<file path="src/rtl/tmr_cmp_pkg.sv">
package tmr_cmp_pkg;

   typedef enum logic [1:0] {
      MODE_INTV = 2'b00,
      MODE_PWM  = 2'b01,
      MODE_PPG  = 2'b10,
      MODE_RSVD = 2'b11
   } tmr_mode_e;

   // run | pwm width | mode | buffer enable
   typedef struct packed {
      logic       run;
      logic [1:0] pwm_sel;
      tmr_mode_e  mode;
      logic       dbuf_en;
   } tmr_ctrl_t;

   localparam int CTRL_W = 6;

   localparam logic [1:0] ADDR_CMP  = 2'd0;
   localparam logic [1:0] ADDR_PRD  = 2'd1;
   localparam logic [1:0] ADDR_CTRL = 2'd2;

   function automatic tmr_mode_e eff_mode(input tmr_mode_e m);
      return (m == MODE_RSVD) ? MODE_INTV : m;
   endfunction

endpackage

</file>
<file path="src/rtl/tmr_cmp_regs.sv">
module tmr_cmp_regs
   import tmr_cmp_pkg::*;
#(
   parameter int CNT_W   = 8,
   parameter bit HAS_PPG = 1'b1
) (
   input  logic             clk,
   input  logic             rst_n,
   input  logic             wr_en,
   input  logic [1:0]       wr_addr,
   input  logic [CNT_W-1:0] wr_data,
   input  logic             xfer,
   output tmr_ctrl_t        ctrl_q,
   output logic [CNT_W-1:0] cmp_q,
   output logic [CNT_W-1:0] buf_q,
   output logic [CNT_W-1:0] prd_q
);

   logic wr_cmp;
   logic wr_ctrl;
   logic buffered;

   assign wr_cmp   = wr_en && (wr_addr == ADDR_CMP);
   assign wr_ctrl  = wr_en && (wr_addr == ADDR_CTRL);
   // staging only takes effect where a transfer event exists
   assign buffered = ctrl_q.dbuf_en && (eff_mode(ctrl_q.mode) != MODE_INTV);

   always_ff @(posedge clk or negedge rst_n) begin
      if (!rst_n) begin
         ctrl_q <= '0;
      end else if (wr_ctrl) begin
         ctrl_q <= tmr_ctrl_t'(wr_data[CTRL_W-1:0]);
      end
   end

   always_ff @(posedge clk or negedge rst_n) begin
      if (!rst_n) begin
         buf_q <= '0;
      end else if (wr_cmp) begin
         buf_q <= wr_data;
      end
   end

   always_ff @(posedge clk or negedge rst_n) begin
      if (!rst_n) begin
         cmp_q <= '0;
      end else if (wr_cmp && !buffered) begin
         cmp_q <= wr_data;
      end else if (xfer) begin
         cmp_q <= buf_q;
      end
   end

   generate
      if (HAS_PPG) begin : g_prd
         always_ff @(posedge clk or negedge rst_n) begin
            if (!rst_n) begin
               prd_q <= '1;
            end else if (wr_en && (wr_addr == ADDR_PRD)) begin
               prd_q <= wr_data;
            end
         end
      end else begin : g_no_prd
         assign prd_q = '1;
      end
   endgenerate

endmodule

</file>
<file path="src/rtl/tmr_cmp_cnt.sv">
module tmr_cmp_cnt
   import tmr_cmp_pkg::*;
#(
   parameter int CNT_W = 8
) (
   input  logic             clk,
   input  logic             rst_n,
   input  logic             tick,
   input  tmr_ctrl_t        ctrl,
   input  logic [CNT_W-1:0] cmp,
   input  logic [CNT_W-1:0] prd,
   output logic [CNT_W-1:0] cnt_q,
   output tmr_mode_e        mode,
   output logic             ev_match,
   output logic             ev_ovf,
   output logic             ev_end,
   output logic             xfer
);

   localparam int W_MIN = CNT_W - 2;

   logic             step;
   logic [CNT_W-1:0] top_val;
   logic             at_top;
   logic             at_end;
   logic             hit;
   logic             clr;

   assign mode = eff_mode(ctrl.mode);
   assign step = tick && ctrl.run;

   always_comb begin
      top_val = '1;
      if (mode == MODE_PWM) begin
         case (ctrl.pwm_sel)
            2'b00:   top_val = {2'b00, {W_MIN{1'b1}}};
            2'b01:   top_val = {1'b0, {(CNT_W-1){1'b1}}};
            default: top_val = '1;
         endcase
      end
   end

   assign at_top = (cnt_q == top_val);
   assign at_end = (mode == MODE_PPG) && (cnt_q == prd);
   // zero compare means "match on wrap"
   assign hit    = (cmp == '0) ? at_top : (cnt_q == cmp);

   assign ev_match = step && hit;
   assign ev_ovf   = step && at_top;
   assign ev_end   = step && at_end;

   assign xfer = ctrl.dbuf_en &&
                 (((mode == MODE_PWM) && ev_ovf) || ((mode == MODE_PPG) && ev_end));

   assign clr = at_top || at_end || ((mode == MODE_INTV) && hit);

   always_ff @(posedge clk or negedge rst_n) begin
      if (!rst_n) begin
         cnt_q <= '0;
      end else if (step) begin
         cnt_q <= clr ? '0 : cnt_q + 1'b1;
      end
   end

endmodule

</file>
<file path="src/rtl/tmr_cmp_out.sv">
module tmr_cmp_out
   import tmr_cmp_pkg::*;
(
   input  logic      clk,
   input  logic      rst_n,
   input  tmr_mode_e mode,
   input  logic      ev_match,
   input  logic      ev_ovf,
   input  logic      ev_end,
   output logic      match_o,
   output logic      ovf_o,
   output logic      tmr_o
);

   logic tmr_d;

   always_comb begin
      tmr_d = tmr_o;
      unique case (mode)
         MODE_PWM: begin
            if (ev_match)    tmr_d = 1'b0;
            else if (ev_ovf) tmr_d = 1'b1;
         end
         MODE_PPG: tmr_d = tmr_o ^ (ev_match ^ ev_end);
         default:  tmr_d = tmr_o ^ ev_match;
      endcase
   end

   always_ff @(posedge clk or negedge rst_n) begin
      if (!rst_n) begin
         match_o <= 1'b0;
         ovf_o   <= 1'b0;
         tmr_o   <= 1'b0;
      end else begin
         match_o <= ev_match;
         ovf_o   <= ev_ovf;
         tmr_o   <= tmr_d;
      end
   end

endmodule

</file>
<file path="src/rtl/tmr_cmp_dbuf.sv">
module tmr_cmp_dbuf
   import tmr_cmp_pkg::*;
#(
   parameter int CNT_W   = 8,
   parameter bit HAS_PPG = 1'b1
) (
   input  logic             clk,
   input  logic             rst_n,
   input  logic             wr_en,
   input  logic [1:0]       wr_addr,
   input  logic [CNT_W-1:0] wr_data,
   input  logic             tick,
   output logic             match_o,
   output logic             ovf_o,
   output logic             tmr_o
);

   generate
      if (CNT_W < CTRL_W) begin : g_bad_width
         $error("tmr_cmp_dbuf: CNT_W must hold the control fields");
      end
      if (CNT_W > 16) begin : g_bad_width_hi
         $error("tmr_cmp_dbuf: CNT_W above 16 is not supported");
      end
   endgenerate

   tmr_ctrl_t        ctrl_q;
   logic [CNT_W-1:0] cmp_q;
   logic [CNT_W-1:0] buf_q;
   logic [CNT_W-1:0] prd_q;
   logic [CNT_W-1:0] cnt_q;
   tmr_mode_e        mode;
   logic             ev_match;
   logic             ev_ovf;
   logic             ev_end;
   logic             xfer;

   tmr_cmp_regs #(.CNT_W(CNT_W), .HAS_PPG(HAS_PPG)) u_regs (
      .clk     (clk),
      .rst_n   (rst_n),
      .wr_en   (wr_en),
      .wr_addr (wr_addr),
      .wr_data (wr_data),
      .xfer    (xfer),
      .ctrl_q  (ctrl_q),
      .cmp_q   (cmp_q),
      .buf_q   (buf_q),
      .prd_q   (prd_q)
   );

   tmr_cmp_cnt #(.CNT_W(CNT_W)) u_cnt (
      .clk      (clk),
      .rst_n    (rst_n),
      .tick     (tick),
      .ctrl     (ctrl_q),
      .cmp      (cmp_q),
      .prd      (prd_q),
      .cnt_q    (cnt_q),
      .mode     (mode),
      .ev_match (ev_match),
      .ev_ovf   (ev_ovf),
      .ev_end   (ev_end),
      .xfer     (xfer)
   );

   tmr_cmp_out u_out (
      .clk      (clk),
      .rst_n    (rst_n),
      .mode     (mode),
      .ev_match (ev_match),
      .ev_ovf   (ev_ovf),
      .ev_end   (ev_end),
      .match_o  (match_o),
      .ovf_o    (ovf_o),
      .tmr_o    (tmr_o)
   );

endmodule

</file>
<file path="config.mk">
export PLATFORM = sky130hd
export DESIGN_NAME = tmr_cmp_dbuf
export DESIGN_NICKNAME = d
export VERILOG_FILES = /design/src/rtl/tmr_cmp_pkg.sv /design/src/rtl/tmr_cmp_regs.sv /design/src/rtl/tmr_cmp_cnt.sv /design/src/rtl/tmr_cmp_out.sv /design/src/rtl/tmr_cmp_dbuf.sv
export SDC_FILE = /design/constraint.sdc
export NUM_CORES = 1
export LEC_CHECK = 0
export BUFFER_PORTS_ARGS = -buffer_cell sky130_fd_sc_hd__buf_2
export CAP_MARGIN = 20
export CORE_ASPECT_RATIO = 1.75
export CORE_MARGIN = 8
export CORE_UTILIZATION = 53
export CTS_CLUSTER_SIZE = 20
export DETAILED_ROUTE_END_ITERATION = 8
export GPL_ROUTABILITY_DRIVEN = 1
export PLACE_DENSITY = 0.76
export SLEW_MARGIN = 20
export SYNTH_ARGS = -nofsm -noshare
export SYNTH_HDL_FRONTEND = slang
export SYNTH_SLANG_ARGS = --single-unit
</file>
<file path="constraint.sdc">
create_clock -name clk -period 1.9 [get_ports clk]
set_input_delay 0.285 -clock clk [delete_from_list [all_inputs] [get_ports clk]]
set_output_delay 0.285 -clock clk [all_outputs]
set_load 0.05 [all_outputs]
</file>
==> metrics.csv <==
metric,value,unit
outcome,"complete, but fails checks",
failing checks,negative setup slack,
max_slew headroom,65.89,%
Placer Congestion,0.9437,
global-route wire length before repair,8.452,mm
post-route cell area,0.002585,mm²
mean routed wirelength per cell,17.94,µm
Core Area,0.003866,mm²
1st-iter DRT viols,42,
GR Overflow Total,0,
post-synthesis register bit count,41,
clock slew at reported path FFs,0.08,ns
Worst-Margin Slew,0.5117,ns
max-cap violation count,0,
Die Span X,63.85,µm
register area share after synthesis,48.79,%
syn avg cell area,11.12,µm²
Ports,17,
clock sink total,41,
fraction of layout cells with a size suffix above 1,42.31,%
gr busiest metal,met2,
GR Util met1,16.36,%
"EDFF count, synth",0,
"commonest cells after routing, fill and taps aside","dfrtp_1 (32), buf_4 (25), nand2_1 (22), mux2_2 (20), buf_2 (16)",
pre-CTS setup slack,-0.04502,ns
synth unique cells,43,
vias,1624,
maximum buffer depth of the clock tree,2,
worst skew pair latency,0.30,ns
worst hold margin,0.03231,ns
TritonCTS Buffers,5,
area grow syn2layout,21.74,%
Fin. Hold Viols,0,
total negative setup slack,-0.4300,ns
CTS root buf,clkbuf_8,
final worst slack,-0.09542,ns
dominant synthesized flop cell,dfrtp_1,
critical path launch point type,register,
Final setup viols,9,
"most common cell after layout, fill and taps aside",dfrtp_1,
met3 Resource Use GR,2.815,%
Tmin final,1.995,ns
critical path type,register to register,
Antenna Diode Count,0,
Fmax,501.1,MHz
GRT met2 Usage,32.17,%
worst endpoint required time,2.10,ns
fin crit share,105.0,%
Nets,250,
Critical Path AT,2.19,ns
leakage power,1.156,nW
Hold Path Class,input port to async pin,
Ys Warns,0,
CTS tree,yes,
ys async rst share,100.0,%
pwr dens,1091,mW/mm²
Worst Setup End Kind,register,
Detailed Route WL,5.058,mm
die boundary height,99.73,µm
Vias/cell,5.759,
RSZ-0062 raised after global routing,true,
Starting Density,54.92,%
HPWL Detailed,3.778,mm
vias in the first global route,1760,
GRT Total Usage,16.89,%
H-tree Lvls,2,
DRC viols,0,
Post-Synthesis Cell Area,0.002123,mm²
row count,30,
area of placed instances,0.002385,mm²
initial antenna violation count,0,
Port Buffers,16,
Die ar.,0.006367,mm²
critical path peak fanout,2,
Synth Instances,191,
largest net degree at the start of global routing,42,
Fin Clk Skew,0.007872,ns
Post-Syn Nets,208,
post-route antenna net violation count,0,
First-pass DRT Iterations,4,
Max IR drop VDD,0.9276,mV
pins over their slew limit,0,
## synth_stat cells (3+ instances only)
library cell | count | area [µm²]
dfrtp_1 | 33 | 825.8
nand2_1 | 22 | 82.58
mux2_2 | 20 | 225.2
xnor2_1 | 10 | 87.58
inv_1 | 9 | 33.78
xor2_1 | 9 | 78.83
dfstp_2 | 8 | 210.2
o21ai_0 | 7 | 35.03
nor4_1 | 6 | 37.54
a21o_1 | 5 | 37.54
a21oi_1 | 5 | 25.02
nand3_1 | 5 | 25.02
nand2b_1 | 4 | 25.02
clkbuf_1 | 3 | 11.26
ha_1 | 3 | 37.54
mux2_1 | 3 | 33.78
nand3b_1 | 3 | 22.52
nor3_1 | 3 | 15.01
o221a_2 | 3 | 33.78
## final cells by class
type                       instances  area, µm²
sequential                        41       1037
clock inverter                     3      17.52
inverter                           9      33.78
multi-input combinational        133       1077
tap                               48      60.06
timing repair buffer              43      290.3
clock buffer                       5      68.82
fill                             285       1281
## per-layer routing
layer	wire, µm	vias up	share of wire, %
met3	170	17	3.4
li1	-	754	-
met5	0	-	0
met4	192	0	3.8
met1	1864	806	37
met2	2832	47	56
## power by group
part | total [mW] | internal (mW) | switching [mW]
combinational | 0.924 | 0.511 | 0.414
sequential | 1.33 | 1.11 | 0.223
clock | 0.566 | 0.254 | 0.313
## through the flow
| step | std cells | util (%) | total power, mW |
|---|---|---|---|
| after floorplan | 191 | - | 1.821 |
| after global placement | 269 | 61.68 | 2.079 |
| after detailed placement | 269 | 61.68 | 2.143 |
| after CTS | 279 | 65.37 | 2.759 |
| after global routing | 282 | 66.86 | 2.971 |
| final | 282 | 66.86 | 2.821 |
## final timing paths
path	from	endpoint	slack [ns]	cells after the start
max in group asynchronous	rst_n	u_regs.prd_q[5]	1.49	2
min in group clk	wr_data[3]	u_regs.ctrl_q[3]	0.27	2
max	u_regs.prd_q[6]	u_out.tmr_o	-0.1	8
min reg2reg	u_regs.buf_q[2]	u_regs.buf_q[2]	0.52	1
max reg2reg	u_regs.prd_q[6]	u_out.tmr_o	-0.1	8
min	rst_n	u_out.ovf_o	0.03	2
## kinds of logic (layout without fill, tap and decap cells)
| family | count (synthesis) | after routing | share of synthesized area [%] |
|---|---|---|---|
| DFF | 41 | 41 | 48.79 |
| and+or+nand+nor | 55 | 55 | 13.55 |
| AOI/OAI and AO/OA | 32 | 32 | 11.49 |
| muxes | 24 | 24 | 12.67 |
| adders and majority gates | 3 | 3 | 1.768 |
| xor gates and xnor gates | 19 | 19 | 7.837 |
| buffers and inverters | 17 | 60 | 3.889 |
## what timing repair did
item | CTS | global route
setup endpoints to repair | 14 | 15
pin swaps | 9 | 10
hold buffers | 0 | 0
resized for setup | 8 | 8
buffers inserted | 2 | 3
## critical path, stage by stage (launching register included)
cell      delay, ns
dfstp_2        0.57
xnor2_2        0.11
nand4_1        0.19
buf_4          0.20
buf_4          0.12
nor4_2         0.25
xnor2_1        0.17
nor2_1         0.05
a221oi_1       0.22
## state kept, by name (all words and copies together), names as in the netlist
| signal | count |
|---|---|
| u_regs.buf_q | 8 |
| u_out.ovf_o | 1 |
| u_regs.prd_q | 8 |
| u_out.tmr_o | 1 |
| u_out.match_o | 1 |
| u_regs.ctrl_q | 6 |
| u_cnt.cnt_q | 8 |
| u_regs.cmp_q | 8 |
Power figures use the tool's default switching activity.
